==> config.mk <==
export PLATFORM = sky130hd
export DESIGN_NAME = bubble_fifo
export DESIGN_NICKNAME = d
export VERILOG_FILES = /design/src/rtl/bubble_fifo.sv
export SDC_FILE = /design/constraint.sdc
export NUM_CORES = 1
export LEC_CHECK = 0
export ABC_AREA = 1
export BUFFER_PORTS_ARGS = -buffer_cell sky130_fd_sc_hd__buf_2
export CAP_MARGIN = 20
export CORE_UTILIZATION = 45
export CTS_CLUSTER_DIAMETER = 30
export CTS_CLUSTER_SIZE = 10
export DETAILED_ROUTE_END_ITERATION = 10
export GPL_TIMING_DRIVEN = 0
export HOLD_SLACK_MARGIN = 0.02
export PLACE_DENSITY_LB_ADDON = 0.08
export SLEW_MARGIN = 40
export SYNTH_ARGS = -nofsm -noshare
export SYNTH_HDL_FRONTEND = slang
export SYNTH_SLANG_ARGS = --single-unit
==> constraint.sdc <==
create_clock -name clk -period 2.9 [get_ports clk]
set_input_delay 0.29 -clock clk [delete_from_list [all_inputs] [get_ports clk]]
set_output_delay 0.29 -clock clk [all_outputs]
set_load 0.01 [all_outputs]
==> src/rtl/bubble_fifo.sv <==
module bubble_fifo #(
  parameter int DEPTH = 16,
  parameter int WIDTH = 4
) (
  input  logic             clk,
  input  logic             mclr,
  input  logic             shift_in,
  input  logic [WIDTH-1:0] data_in,
  input  logic             shift_out,
  input  logic             out_off,
  output logic             in_ready,
  output logic             out_ready,
  output logic [WIDTH-1:0] data_out,
  output logic             data_out_en
);

  localparam int LAST = DEPTH - 1;

  logic [DEPTH-1:0] mk;
  logic [DEPTH-1:0] mk_nx;
  logic [DEPTH-1:0] mv;
  logic [WIDTH-1:0] wd [DEPTH];
  logic             si_q;
  logic             so_q;
  logic             take;
  logic             drop;

  assign take = shift_in & ~si_q & ~mk[0];
  assign drop = ~shift_out & so_q & mk[LAST] & ~out_off;

  assign mv[0] = take;

  for (genvar i = 0; i < DEPTH; i++) begin : g_stage
    if (i > 0) begin : g_mv
      assign mv[i] = mk[i-1] & ~mk[i];
    end
    if (i < LAST) begin : g_mid
      assign mk_nx[i] = mv[i] | (mk[i] & ~mv[i+1]);
    end else begin : g_end
      assign mk_nx[i] = mv[i] | (mk[i] & ~drop);
    end
    if (i == 0) begin : g_head
      always_ff @(posedge clk)
        if (!mclr && mv[i]) wd[i] <= data_in;
    end else begin : g_body
      always_ff @(posedge clk)
        if (!mclr && mv[i]) wd[i] <= wd[i-1];
    end
  end

  always_ff @(posedge clk) begin
    si_q <= shift_in;
    so_q <= shift_out;
    if (mclr) mk <= '0;
    else      mk <= mk_nx;
  end

  assign in_ready    = ~mk[0];
  assign out_ready   = mk[LAST];
  assign data_out_en = ~out_off;
  assign data_out    = out_off ? '0 : wd[LAST];

  always @(posedge clk)
    if (mclr) AST_SI_LOW_IN_CLEAR: assert (!shift_in);

  AST_TAKE_BLOCKS: assert property (@(posedge clk) disable iff (mclr)
    take |=> !in_ready);

  AST_FULL_HOLDS: assert property (@(posedge clk) disable iff (mclr)
    (&mk) |=> !in_ready);

  AST_DROP_CLEARS: assert property (@(posedge clk) disable iff (mclr)
    drop |=> !out_ready);

  AST_HEAD_STABLE: assert property (@(posedge clk) disable iff (mclr)
    (out_ready && !drop) |=> (out_ready && $stable(wd[LAST])));

  AST_OFF_BLOCKS: assert property (@(posedge clk) disable iff (mclr)
    (out_off && out_ready) |=> out_ready);

endmodule

==> flow_summary.json <==
{
  "status": "completed",
  "hold_viol_final": 0,
  "ctsHoldBuffers": 0,
  "critPathMaxStageDelay_ns": 0.37,
  "antenna_cells": 0,
  "drive_gt1_share_pct": 28.0,
  "routedWlPerCell_um": 13.1,
  "die_h_um": 81.1,
  "syn_inst": 177,
  "rows": 28,
  "cts_buffer_depth": 2,
  "dpl_cell_area_um2": 2980,
  "cp_max_fo": 1,
  "maxCapViolCount": 0,
  "hpwl_um": 2540,
  "route.vias.total": 1295,
  "die_w_um": 81.1,
  "min_period_over_period_pct": 42.0,
  "cts.sinks": 82,
  "grt_pass1_wl_um": 6110,
  "tightest_slew_ns": 0.348,
  "first_global_vias": 1304,
  "grt_start_max_net_pins": 14,
  "p_per_area_nw_per_um2": 658,
  "htreeDepth": 3,
  "io_pins": 16,
  "synth_area_um2": 2820,
  "cts_tree": "built",
  "p_leak_uw": 0.00106,
  "drv_slew": 0,
  "cp_data_required_time_ns": 2.61,
  "globalplace.congestion": 0.704,
  "antenna_found_initial": 0,
  "cts_buffers": 9,
  "worstPathArrival_ns": 0.93,
  "finalSetupTns_ns": 0,
  "core_area_um2": 5990,
  "relSlewSlack_pct": 76.7,
  "first_pass_iters": 4,
  "area_growth_pct": 12.5,
  "start_kind": "register",
  "fin_skew_ns": 0.00662,
  "portBuffers": 14,
  "clkTransAtPathRegs_ns": 0.07,
  "p_total_uw": 2080,
  "synth_fp_nets": 186,
  "ys_types": 15,
  "postCtsSetupBuffers": 0,
  "ant_nets": 0,
  "grt_overflow": 0,
  "vias_per_cell": 4.59,
  "synth_top_area_cell": "edfxtp_1",
  "ys_ff_latch": 82,
  "grt.total_usage_pct": 13.8,
  "ys_seq_area_share_pct": 81.1,
  "max_clock_freq_ghz": 0.821,
  "initial_core_util_pct": 47.0,
  "cpMaxStageDelayCell": "edfxtp_1",
  "period_needed_ns": 1.22,
  "ctsRootBufferMaster": "clkbuf_8",
  "synth_top_area_share_pct": 68.3,
  "cp_cell_sequence": "inv_1, nor2_1, buf_2",
  "syn_area_per_cell_um2": 15.9,
  "cts_resized": 0,
  "finalNetCount": 211,
  "worstSkewPairLatency_ns": 0.34,
  "drt-total-wl_um": 3710,
  "endpoint_kind": "output pin",
  "die-area_um2": 6580,
  "finish.instance_area_um2": 3170,
  "drc": 0,
  "ys_warn_count": 0,
  "vdd_drop_max_mv": 0.278,
  "grt_setup_unrepaired": "false",
  "fill_cells": 498,
  "netlist_top_cells_area": "edfxtp_1 68%, dfxtp_1 13%, nand2_1 3.3%, inv_1 2.7%, a21oi_2 2.5%",
  "hold_ws_ns": 0.0707,
  "critPathKind": "reg2out",
  "setup-violations-final": 0,
  "hp-class": "in2reg",
  "drt_iter0_markers": 50
}
==> metrics by stage <==
| step | setup slack (ns) | utilization [%] | cells |
|---|---|---|---|
| 3_5_place_dp | 1.69 | 49.7 | 266 |
| 6_report | 1.68 | 52.9 | 282 |
| 2_1_floorplan | 1.82 | - | 177 |
| 3_3_place_gp | 1.71 | 49.7 | 266 |
| 4_1_cts | 1.65 | 52.9 | 282 |
| 5_1_grt | 1.61 | 52.9 | 282 |
==> metal layers <==
layer	vias up	wire length (µm)	GRT usage, %
li1	653	-	-
met1	614	1560	15.6
met2	19	1930	22.0
met3	9	116	4.04
met4	0	97	10.2
met5	-	0	0
==> synthesized netlist by cell type <==
| cell | instances |
|---|---|
| inv_6 | 1 |
| a21oi_2 | 8 |
| buf_12 | 2 |
| nand2_1 | 25 |
| nand2_2 | 4 |
| a21oi_1 | 4 |
| nor2_4 | 5 |
| inv_1 | 20 |
| buf_6 | 1 |
| nor2_2 | 7 |
| nand3_1 | 5 |
| nor2_1 | 10 |
| edfxtp_1 | 64 |
| dfxtp_1 | 18 |
| o21ai_2 | 3 |
==> state kept, by name, summed over array words and instances (netlist names) <==
signal  count
wd         64
mk         16
si_q        1
so_q        1
==> report_power, final <==
part,switching (µW),internal [µW]
sequential,4.33,1260
clock,354,420
combinational,27.5,17.8
total,386,1700
==> cell usage in the layout, fill, tap and decap left out <==
master / count
nor2_1: 10
clkbuf_8: 10
edfxtp_1: 64
bufinv_16: 1
inv_1: 20
nor2_2: 7
inv_6: 1
clkbuf_1: 3
buf_2: 14
dfxtp_1: 18
nand3_1: 5
clkinv_2: 2
nand2_2: 4
nor2_4: 5
o21ai_2: 3
nand2_1: 25
a21oi_1: 4
buf_6: 1
buf_12: 2
a21oi_2: 8
==> kinds of logic after synthesis <==
kind of cell	count (synthesis)	synth area share, %
AOI/OAI and AO/OA	15	4.13
DFF	82	81.1
and+or+nand+nor	56	10.0
buffers and inverters	24	4.80
==> critical path: cells and delay by family, from the launching register on <==
family	cells	cell delay, ns
buffers and inverters	2	0.19
flip-flops	1	0.37
AND/OR/NAND/NOR	1	0.03
==> final cells by class <==
cell class	count	area, µm²	share of cell area, %
timing repair buffer	14	70.1	2.21
clock inverter	3	40.0	1.26
inverter	21	83.8	2.65
clock buffer	13	149	4.70
multi-input combinational	71	398	12.6
tap	75	93.8	2.96
buffer	3	51.3	1.62
sequential	82	2280	72.0
==> final timing paths <==
kind	start	slack, ns	depth (start not counted)	end
hold / removal	shift_out	0.07	1	so_q
setup / recovery	wd[1][28]	1.68	3	data_out[0]
setup reg to reg	mk[2]	1.81	2	wd[0][14]
hold reg to reg	wd[0][29]	0.42	0	wd[1][1]
(Power assumes the default switching activity.)
